**src/rtl/irq_ctrl_pkg.sv**
```systemverilog
// Shared constants for the interrupt event controller.
// Assumes a 16-bit byte address and 32-bit data words.
package irq_ctrl_pkg;
    localparam logic [15:0] A_INFO  = 16'h0000;
    localparam logic [15:0] A_EVENT = 16'h0004;
    localparam logic [15:0] A_MSET  = 16'h0100;
    localparam logic [15:0] A_MCLR  = 16'h0180;
    localparam logic [15:0] A_SSET  = 16'h0200;
    localparam logic [15:0] A_SCLR  = 16'h0280;
    localparam logic [15:0] A_ROUTE = 16'h1000;

    localparam logic [7:0] EV_KIND_HW = 8'h01;

    typedef struct packed {
        logic [7:0]  die;
        logic [7:0]  kind;
        logic [15:0] line;
    } event_word_t;
endpackage

```
**src/rtl/irq_line_bank.sv**
```systemverilog
// Per-line mask and software-trigger state.
// Assumes that at most one bank strobe is active per cycle. An acknowledge
// always forces the mask on and wins over any mask write.
module irq_line_bank #(
    parameter int N_LINES = 64,
    localparam int LINE_W = $clog2(N_LINES)
) (
    input  logic               clk,
    input  logic               rst_n,
    input  logic               mset_we,
    input  logic               mclr_we,
    input  logic               sset_we,
    input  logic               sclr_we,
    input  logic [4:0]         word_sel,
    input  logic [31:0]        wdata,
    input  logic               ack_we,
    input  logic [LINE_W-1:0]  ack_line,
    output logic [N_LINES-1:0] mask_q,
    output logic [N_LINES-1:0] swt_q
);
    for (genvar i = 0; i < N_LINES; i++) begin : g_line
        localparam int WORD = i / 32;
        localparam int BIT  = i % 32;
        logic hit;
        logic m_q;
        logic s_q;

        // Does this write touch this line's bit?
        assign hit = (word_sel == 5'(WORD)) && wdata[BIT];

        // Mask bit: reset masked, acknowledge masks, then set and clear writes.
        always_ff @(posedge clk) begin
            if (!rst_n)                                  m_q <= 1'b1;
            else if (ack_we && ack_line == LINE_W'(i))   m_q <= 1'b1;
            else if (mset_we && hit)                     m_q <= 1'b1;
            else if (mclr_we && hit)                     m_q <= 1'b0;
        end

        // Software-trigger bit: reset clear, then set and clear writes.
        always_ff @(posedge clk) begin
            if (!rst_n)               s_q <= 1'b0;
            else if (sset_we && hit)  s_q <= 1'b1;
            else if (sclr_we && hit)  s_q <= 1'b0;
        end

        assign mask_q[i] = m_q;
        assign swt_q[i]  = s_q;
    end
endmodule

```
**src/rtl/irq_route_table.sv**
```systemverilog
// Per-line processor routing bitmaps.
// Assumes one line is written per cycle. Every bitmap resets to processor 0.
module irq_route_table #(
    parameter int N_LINES = 64,
    parameter int N_CPUS  = 4,
    localparam int LINE_W = $clog2(N_LINES)
) (
    input  logic                            clk,
    input  logic                            rst_n,
    input  logic                            we,
    input  logic [LINE_W-1:0]               line_sel,
    input  logic [N_CPUS-1:0]               wdata,
    output logic [N_LINES-1:0][N_CPUS-1:0]  route_q
);
    for (genvar i = 0; i < N_LINES; i++) begin : g_route
        logic [N_CPUS-1:0] r_q;

        // Routing register: reset to processor 0, loaded on a matching write.
        always_ff @(posedge clk) begin
            if (!rst_n)                              r_q <= N_CPUS'(1);
            else if (we && line_sel == LINE_W'(i))   r_q <= wdata;
        end

        assign route_q[i] = r_q;
    end
endmodule

```
**src/rtl/irq_prio_select.sv**
```systemverilog
// One fixed-priority finder per processor. The lowest-numbered live line
// routed to that processor wins. Purely combinational.
module irq_prio_select #(
    parameter int N_LINES = 64,
    parameter int N_CPUS  = 4,
    localparam int LINE_W = $clog2(N_LINES)
) (
    input  logic [N_LINES-1:0]              live,
    input  logic [N_LINES-1:0][N_CPUS-1:0]  route,
    output logic [N_CPUS-1:0]               hit,
    output logic [N_CPUS-1:0][LINE_W-1:0]   pick
);
    for (genvar c = 0; c < N_CPUS; c++) begin : g_cpu
        logic              h;
        logic [LINE_W-1:0] p;

        // Scan from the top down so the lowest index is left in p.
        always_comb begin
            h = 1'b0;
            p = '0;
            for (int i = N_LINES - 1; i >= 0; i--) begin
                if (live[i] && route[i][c]) begin
                    h = 1'b1;
                    p = LINE_W'(i);
                end
            end
        end

        assign hit[c]  = h;
        assign pick[c] = p;
    end
endmodule

```
**src/rtl/irq_event_ctrl.sv**
```systemverilog
// Top level of the interrupt event controller. It decodes the register bus,
// gives out and acknowledges events per processor, and registers the
// processor request lines. Assumes one bus access (read or write) per cycle
// and N_LINES <= 1024.
module irq_event_ctrl
    import irq_ctrl_pkg::*;
#(
    parameter int N_LINES = 64,
    parameter int N_CPUS  = 4,
    localparam int CPU_W  = (N_CPUS > 1) ? $clog2(N_CPUS) : 1
) (
    input  logic               clk,
    input  logic               rst_n,
    input  logic [CPU_W-1:0]   bus_cpu,
    input  logic [15:0]        bus_addr,
    input  logic               bus_wen,
    input  logic               bus_ren,
    input  logic [31:0]        bus_wdata,
    output logic [31:0]        bus_rdata,
    input  logic [N_LINES-1:0] hw_irq,
    output logic [N_CPUS-1:0]  cpu_irq
);
    localparam int LINE_W = $clog2(N_LINES);
    localparam int NW     = (N_LINES + 31) / 32;

    logic [N_LINES-1:0]             mask_q;
    logic [N_LINES-1:0]             swt_q;
    logic [N_LINES-1:0]             pend;
    logic [N_LINES-1:0]             live;
    logic [N_LINES-1:0][N_CPUS-1:0] route_q;
    logic [N_CPUS-1:0]              hit;
    logic [N_CPUS-1:0][LINE_W-1:0]  pick;
    logic [NW*32-1:0]               mask_pad;
    logic [NW*32-1:0]               swt_pad;

    logic [4:0]        word_sel;
    logic              in_mset, in_mclr, in_sset, in_sclr;
    logic [15:0]       route_off;
    logic              in_route;
    logic [LINE_W-1:0] route_line;
    logic              ev_rd;
    logic              ev_hit;
    logic [LINE_W-1:0] ev_line;
    logic              ack_we;
    event_word_t       ev_word;
    logic [31:0]       rd_val;

    // True when the address falls inside the implemented words of a bank.
    function automatic logic bank_hit(input logic [15:0] a, input logic [15:0] base);
        return (a[15:7] == base[15:7]) && (a[1:0] == 2'b00) && (int'(a[6:2]) < NW);
    endfunction

    // Address decode for the banks and the routing table.
    assign word_sel   = bus_addr[6:2];
    assign in_mset    = bank_hit(bus_addr, A_MSET);
    assign in_mclr    = bank_hit(bus_addr, A_MCLR);
    assign in_sset    = bank_hit(bus_addr, A_SSET);
    assign in_sclr    = bank_hit(bus_addr, A_SCLR);
    assign route_off  = bus_addr - A_ROUTE;
    assign in_route   = (bus_addr >= A_ROUTE) && (route_off[1:0] == 2'b00)
                        && (route_off[15:2] < 14'(N_LINES));
    assign route_line = route_off[LINE_W+1:2];

    // Pending and live line vectors.
    assign pend = hw_irq | swt_q;
    assign live = pend & ~mask_q;

    irq_line_bank #(.N_LINES(N_LINES)) u_bank (
        .clk      (clk),
        .rst_n    (rst_n),
        .mset_we  (bus_wen && in_mset),
        .mclr_we  (bus_wen && in_mclr),
        .sset_we  (bus_wen && in_sset),
        .sclr_we  (bus_wen && in_sclr),
        .word_sel (word_sel),
        .wdata    (bus_wdata),
        .ack_we   (ack_we),
        .ack_line (ev_line),
        .mask_q   (mask_q),
        .swt_q    (swt_q)
    );

    irq_route_table #(.N_LINES(N_LINES), .N_CPUS(N_CPUS)) u_route (
        .clk      (clk),
        .rst_n    (rst_n),
        .we       (bus_wen && in_route),
        .line_sel (route_line),
        .wdata    (bus_wdata[N_CPUS-1:0]),
        .route_q  (route_q)
    );

    irq_prio_select #(.N_LINES(N_LINES), .N_CPUS(N_CPUS)) u_prio (
        .live  (live),
        .route (route_q),
        .hit   (hit),
        .pick  (pick)
    );

    // Select the finder result of the processor making the access.
    always_comb begin
        ev_hit  = 1'b0;
        ev_line = '0;
        for (int c = 0; c < N_CPUS; c++) begin
            if (bus_cpu == CPU_W'(c)) begin
                ev_hit  = hit[c];
                ev_line = pick[c];
            end
        end
    end

    // An event read that finds a line acknowledges it.
    assign ev_rd  = bus_ren && (bus_addr == A_EVENT);
    assign ack_we = ev_rd && ev_hit;

    assign ev_word.die  = 8'h00;
    assign ev_word.kind = EV_KIND_HW;
    assign ev_word.line = 16'(ev_line);

    assign mask_pad = (NW*32)'(mask_q);
    assign swt_pad  = (NW*32)'(swt_q);

    // Read data multiplexer.
    always_comb begin
        rd_val = 32'h0;
        if (bus_addr == A_INFO)
            rd_val = {16'h0, 16'(N_LINES)};
        else if (ev_rd)
            rd_val = ev_hit ? ev_word : 32'h0;
        else if (in_mset || in_mclr)
            rd_val = mask_pad[32*word_sel +: 32];
        else if (in_sset || in_sclr)
            rd_val = swt_pad[32*word_sel +: 32];
        else if (in_route)
            rd_val = 32'(route_q[route_line]);
    end

    // Registered read data, zero when no read is in progress.
    always_ff @(posedge clk) begin
        if (!rst_n)       bus_rdata <= 32'h0;
        else if (bus_ren) bus_rdata <= rd_val;
        else              bus_rdata <= 32'h0;
    end

    // Registered per-processor request outputs.
    always_ff @(posedge clk) begin
        if (!rst_n) cpu_irq <= '0;
        else        cpu_irq <= hit;
    end
endmodule

```
**config.mk**
```make
export PLATFORM = sky130hd
export DESIGN_NAME = irq_event_ctrl
export DESIGN_NICKNAME = d
export VERILOG_FILES = /design/src/rtl/irq_ctrl_pkg.sv /design/src/rtl/irq_line_bank.sv /design/src/rtl/irq_route_table.sv /design/src/rtl/irq_prio_select.sv /design/src/rtl/irq_event_ctrl.sv
export SDC_FILE = /design/constraint.sdc
export NUM_CORES = 2
export LEC_CHECK = 0
export BUFFER_PORTS_ARGS = -buffer_cell sky130_fd_sc_hd__buf_4
export CAP_MARGIN = 40
export CORE_MARGIN = 2
export CORE_UTILIZATION = 45
export CTS_CLUSTER_DIAMETER = 40
export DETAILED_ROUTE_END_ITERATION = 8
export GPL_TIMING_DRIVEN = 0
export SLEW_MARGIN = 20
export SYNTH_ARGS = -nofsm -noshare
export SYNTH_HDL_FRONTEND = slang
export SYNTH_SLANG_ARGS = --single-unit
export TNS_END_PERCENT = 10
```
**constraint.sdc**
```tcl
create_clock -name clk -period 10.4 [get_ports clk]
set_clock_uncertainty 0.05 [all_clocks]
set_input_delay 2.08 -clock clk [delete_from_list [all_inputs] [get_ports clk]]
set_output_delay 2.08 -clock clk [all_outputs]
set_load 0.05 [all_outputs]
```
# == After elaboration in Yosys (flattened, before gate mapping) ==
# Index checks and enable logic that the tools add are counted.
# totals
ff_bits,420
output_inout_bits,36
# op_classes
n_addsub,1
n_lt_le_gt_ge,4
n_eq_ne,135
n_shift,2
mux,656
bitwise,5
n_reduce_logical,860
# ops
op,n
2-to-1 mux 6 bit,260
logical AND 1 bit,721
2-to-1 mux 1 bit,388
"equality test 6 bit, second input constant",64
OR reduction 3 bit,65
"equality test 6 x 5 -> 1 bit, second input constant",32
nonzero test 2 bit,64
indexed part select 64 x 11 -> 32 bit,2
"equality test 6 x 4 -> 1 bit, second input constant",16
2-to-1 mux 32 bit,3
AND 64 bit,1
NOT 64 bit,1
bitwise OR 64 bit,1
"equality test 6 x 3 -> 1 bit, second input constant",8
binary-select mux 4 bit (select 6 bit),1
"equality test 6 x 2 -> 1 bit, second input constant",4
"equality test 9 x 2 -> 1 bit, second input constant",2
"equality test 9 x 3 -> 1 bit, second input constant",2
2-to-1 mux 17 bit,1
"equality test 16 x 3 -> 1 bit, second input constant",1
"greater-or-equal comparator 16 x 13 -> 1 bit, second input constant",1
logical NOT 16 bit,1
"subtractor 16 x 13 -> 16 bit, second input constant",1
"less-than comparator 14 x 7 -> 1 bit, second input constant",1
14 further kinds,22

# == Logic depth before layout (Yosys ltp) ==
# logic_depth
depth_word,74
depth_mapped,12
mapped_depth_nobuf,10

# == By module ==
# A second synthesis with hierarchy kept.
# unflattened
hier_cells,2958
hier_area_um2,25997.4
# by_module_without_submodules
mod,instances,cells_each,area_each_um2,seq_area_each_um2
irq_route_table,1,922,9670.5,5124.9
irq_line_bank,1,732,6717.7,2562.5
irq_event_ctrl,1,542,5008.6,720.7
irq_prio_select,1,762,4600.7,0.0

# == Least setup slack after synthesis ==
# No wires, ideal clock.
# synth_timing
kind,input -> register
from,input port bus_addr[2]
to,register bus_rdata[2]
setup_ns,0.123
arrival_time_ns,4.605
path_slack_ns,5.621
path_stages,10
path_cell_list,clkbuf_1 buf_2 buf_2 mux4_2 mux4_2 mux4_2 nor2b_1 nor2_1 o21ai_0 nor2b_1
# synth_via
elab_chain_cells,7
# synth_lines
element,line,source
from (decl),irq_event_ctrl.sv:15,"input logic [15:0] bus_addr,"
subtractor 16 x 13 -> 16 bit / greater-or-equal comparator 16 x 13 -> 1 bit (equally long branches),"irq_event_ctrl.sv:59, irq_event_ctrl.sv:60",
"less-than comparator 14 x 7 -> 1 bit, or another cell as far along",irq_event_ctrl.sv:61,&& (route_off[15:2] < 14'(N_LINES));
logical AND 1 bit / 2-to-1 mux 4 bit (equally long branches),"irq_event_ctrl.sv:61, irq_event_ctrl.sv:134",
2-to-1 mux 4 bit,irq_event_ctrl.sv:133,else if (in_route)
2-to-1 mux 32 bit,irq_event_ctrl.sv:131,else if (in_sset || in_sclr)
2-to-1 mux 32 bit,irq_event_ctrl.sv:129,else if (in_mset || in_mclr)
2-to-1 mux 32 bit,irq_event_ctrl.sv:127,else if (ev_rd)
to (signal assigned),irq_event_ctrl.sv:140,else if (bus_ren) bus_rdata <= rd_val;
to (decl),irq_event_ctrl.sv:19,"output logic [31:0] bus_rdata,"
# Parallel ways exist; a longest one is shown, timed or not. The select of a mux whose other input is x is not followed.
# A chain may end at the register's enable or synchronous reset.

# == Worst setup path after layout ==
# layout_timing
from,input port hw_irq[42]
to,register u_bank.g_line[57].m_q
# layout_via
elab_chain_cells,53
# layout_lines
element,line,source
from (decl),irq_event_ctrl.sv:20,"input logic [N_LINES-1:0] hw_irq,"
bitwise OR 64 bit *,irq_event_ctrl.sv:65,assign pend = hw_irq | swt_q;
AND 64 bit *,irq_event_ctrl.sv:66,assign live = pend & ~mask_q;
logical AND 1 bit,irq_prio_select.sv:22,if (live[i] && route[i][c]) begin
2-to-1 mux 6 bit / 2-to-1 mux 1 bit (equally long branches) (43 in a row),irq_prio_select.sv:22,
2-to-1 mux 6 bit / 2-to-1 mux 1 bit (equally long branches) (4 in a row),irq_event_ctrl.sv:104,if (bus_cpu == CPU_W'(c)) begin
equality test 6 bit / logical AND 1 bit (equally long branches),"irq_line_bank.sv:34, irq_event_ctrl.sv:113",
logical AND 1 bit *,irq_line_bank.sv:34,else if (ack_we && ack_line == LINE_W'(i)) m_q <= 1'b1;
OR reduction 3 bit (no line) *,n/a,
to (signal assigned),irq_line_bank.sv:34,
to (signal assigned),irq_line_bank.sv:35,else if (mset_we && hit) m_q <= 1'b1;
to (signal assigned),irq_line_bank.sv:36,else if (mclr_we && hit) m_q <= 1'b0;
to (decl),irq_line_bank.sv:25,logic m_q;
# Every way passes the cells marked *; elsewhere a longest branch is shown, timed or not.

==> key figures <==
Clocking
  – PostCTS Resize Cnt: 0
  – Hold-fix buffers, CTS: 0
  – Clock tree root driver cell: clkbuf_16
  – Worst-path clk slew: 0.05 ns
  – Htree depth: 3
  – CTS tree: done
  – Worst skew pair latency: 0.65 ns
  – Num CTS Buffers: 77
  – Clock Path Buffers: 3
  – Post CTS Setup Buffer Count: 0
  – Clock Sinks: 420

Die
  – Chip width: 240 um
  – Core Region: 0.0550 mm2
  – Die Area: 0.0575 mm2
  – Die H: 240 um
  – Ports: 154
  – Starting Density: 0.455
  – Site Rows: 86

Hold path
  – Hold/Removal Path Class: register to register

Power and ir drop
  – Sw frac: 0.261
  – Pint: 3.34 mW
  – Total leakage power: 10.9 nW
  – Power share of the clock group: 0.585
  – PD cells: 150 mW/mm2
  – Logic pwr share: 0.059
  – P_sw: 1.18 mW
  – Sequential Power Share: 0.356
  – Maximum vdd drop: 0.165 mV

Synth
  – Syn_area_per_cell: 8.19 um2
  – Syn nets: 3173
  – Post-synth EDFFs: 0
  – Dominant synthesized flop cell: dfxtp_1
  – Post-Synthesis Cells: 3055
  – Warnings, synthesis: 0
  – Cell area after synthesis: 0.0250 mm2
  – Sequential area share after synthesis: 0.336
  – Distinct cell type count after synthesis: 75
  – Register bit total from synthesis: 420
  – Ys async rst share: 0

Timing
  – Post-route minimum period: 6.08 ns
  – Pins Over Slew Limit: 0
  – Final worst path period share: 0.584
  – Final setup vio count: 0
  – Worst relative slew slack: 0.377
  – Peak Freq: 165 MHz
  – Final hold violations: 0
  – Worst-Margin Slew: 0.910 ns
  – Setup repair after global routing missed its margin: false
  – Setup TNS: 0 ns

Critical path
  – Worst setup path end: u_bank.g_line[57].m_q$_SDFFE_PP1P_
  – CP arrival: 6.51 ns
  – R2R cell count: 12
  – R2R Setup Slk: 5.44 ns
  – CP max FO: 9
  – Worst Setup End Kind: register
  – CP startpoint: hw_irq[42]
  – R2r endpoint: u_bank.g_line[57].m_q$_SDFFE_PP1P_
  – Worst Setup Start Kind: input port
  – Critical path data required time: 10.83 ns
  – Critical path type: input port to register
  – Reg2reg start: u_bank.g_line[42].m_q$_SDFFE_PP1P_

Placement
  – Buffers on Ports: 150
  – DP Area: 0.0275 mm2
  – Placer Congestion: 1.07
  – Hpwl dp: 103000 um

Global route
  – Grt total ovfl: 0
  – Vias in the first global route: 26500
  – Largest net degree at the start of global routing: 13
  – First-pass GRT wire length: 183000 um
  – Initial antenna violation count: 3
  – Total GRT Usage: 0.445

Flow run
  – Maxcap violations: 0

Layout
  – Fin area: 0.0302 mm2
  – Most common cell after layout, fill and taps aside: nand2_1
  – Final Util: 0.550
  – Share of cells above drive strength 1: 0.146
  – Nets: 3440
  – Syn-to-layout area delta: 20.9%
  – Reg area: 0.00841 mm2
  – Number of fill cells: 5232
  – Commonest non-fill, non-tap cells in the layout: 522 x nand2_1, 420 x dfxtp_1, 334 x nand3_1
  – Multi-input logic area: 0.0155 mm2

Drt
  – DR vias: 28400
  – Total Routed Length: 131000 um
  – Per-cell routed wire length: 31.7 um
  – Number of remaining DRC errors: 0
  – Antenna Nets Post-Route: 0
  – DRT iter0 DRCs: 4317
  – Vias per cell: 6.86
  – Router iterations before antenna repair: 6

Outcome
  – Status: completed
==> cell families after synthesis <==
kind of cell | share of synthesized area
AO/OA/AOI/OAI | 0.266
flip-flops | 0.336
buffers and inverters | 0.0458
AND/OR/NAND/NOR | 0.229
multiplexers | 0.123
==> through the flow <==
stage               power [mW]  hold slack (ns)  setup WS (ns)  instances
finish                    4.52            0.437           4.32       4136
global placement          1.88            0.426           3.97       3953
CTS                       4.50            0.433           4.61       4126
detailed placement        1.90            0.427           3.97       3986
floorplan                 1.75            0.399           5.62       3055
global route              4.59            0.460           4.29       4131
==> critical path, cell delays in order <==
cell	delay, ns
buf_4	0.08
o21ba_1	0.30
clkbuf_1	0.57
a22oi_1	0.35
nand4b_1	0.20
a21oi_1	0.07
a211oi_1	0.69
a2111oi_0	0.14
buf_1	0.18
o221ai_1	0.26
nand4_1	0.51
nand3_1	0.84
o2111ai_1	0.22
==> synthesized netlist by cell type (6+ instances only) <==
| library cell | instances | area, um2 |
|---|---|---|
| o21ba_2 | 35 | 350 |
| o211ai_1 | 38 | 285 |
| nor2_1 | 79 | 297 |
| o21ai_0 | 248 | 1240 |
| nor2b_1 | 50 | 313 |
| a22o_1 | 18 | 158 |
| a21oi_1 | 45 | 225 |
| and3_1 | 9 | 56.3 |
| o22a_1 | 27 | 236 |
| nand3_1 | 334 | 1670 |
| nand3b_1 | 6 | 45.0 |
| nand2_1 | 522 | 1960 |
| nand2b_1 | 19 | 119 |
| nor4_1 | 10 | 62.6 |
| a32oi_1 | 15 | 131 |
| buf_1 | 11 | 41.3 |
| inv_1 | 27 | 101 |
| mux2i_1 | 115 | 1150 |
| buf_2 | 26 | 130 |
| o21bai_1 | 8 | 60.1 |
| and2_1 | 85 | 532 |
| a31oi_1 | 11 | 68.8 |
| or3_1 | 13 | 81.3 |
| dfxtp_1 | 420 | 8410 |
| nand4_1 | 45 | 282 |
| a32o_1 | 20 | 200 |
| o2111ai_1 | 74 | 648 |
| o21ba_1 | 29 | 290 |
| a221oi_1 | 8 | 70.1 |
| nor3_1 | 16 | 80.1 |
| a22oi_1 | 122 | 916 |
| a211oi_1 | 16 | 120 |
| mux4_2 | 85 | 1910 |
| clkbuf_1 | 228 | 856 |
| a21boi_0 | 158 | 1190 |
==> power groups by stage <==
| stage | combinational (mW) | sequential [mW] | clock [mW] |
|---|---|---|---|
| 2_1_floorplan | 0.107 | 1.64 | 0 |
| 3_3_place_gp | 0.240 | 1.64 | 0 |
| 3_5_place_dp | 0.252 | 1.64 | 0 |
| 4_1_cts | 0.253 | 1.61 | 2.64 |
| 5_1_grt | 0.267 | 1.61 | 2.71 |
| 6_report | 0.266 | 1.61 | 2.64 |
==> cell type report <==
class / instances / area share
Timing Repair Buffer: 188 / 0.0512
Tap cell: 748 / 0.0310
Multi-Input combinational cell: 2340 / 0.512
Clock buffer: 89 / 0.0679
Antenna cell: 5 / 0.000414
Inverter: 27 / 0.00335
Buffer: 268 / 0.0347
Clock inverter: 51 / 0.0218
Sequential cell: 420 / 0.278
==> worst min-delay path by stage <==
stage                                      startpoint                                      to  slack (ns)  cells after the start
3_3_place_gp   u_route.g_route[1].r_q[1]$_SDFFE_PN0P_  u_route.g_route[1].r_q[1]$_SDFFE_PN0P_        0.43                      2
4_1_cts        u_route.g_route[1].r_q[1]$_SDFFE_PN0P_  u_route.g_route[1].r_q[1]$_SDFFE_PN0P_        0.43                      2
3_5_place_dp   u_route.g_route[1].r_q[1]$_SDFFE_PN0P_  u_route.g_route[1].r_q[1]$_SDFFE_PN0P_        0.43                      2
6_report       u_route.g_route[1].r_q[1]$_SDFFE_PN0P_  u_route.g_route[1].r_q[1]$_SDFFE_PN0P_        0.44                      2
5_1_grt        u_route.g_route[1].r_q[1]$_SDFFE_PN0P_  u_route.g_route[1].r_q[1]$_SDFFE_PN0P_        0.46                      2
2_1_floorplan  u_route.g_route[1].r_q[1]$_SDFFE_PN0P_  u_route.g_route[1].r_q[1]$_SDFFE_PN0P_        0.40                      2
==> metal layers <==
metal / GRT usage / wire, um / vias up
li1: - / - / 12000
met1: 0.564 / 48900 / 13600
met2: 0.651 / 54300 / 2265
met3: 0.133 / 17800 / 516
met4: 0.303 / 10300 / 0
met5: 0 / 0 / -
==> state kept, by name (all words and copies together) (netlist names) <==
| register | count |
|---|---|
| bus_rdata | 32 |
| cpu_irq | 4 |
| u_bank.g_line.m_q | 64 |
| u_bank.g_line.s_q | 64 |
| u_route.g_route.r_q | 256 |
Power figures use the tool's default switching activity.
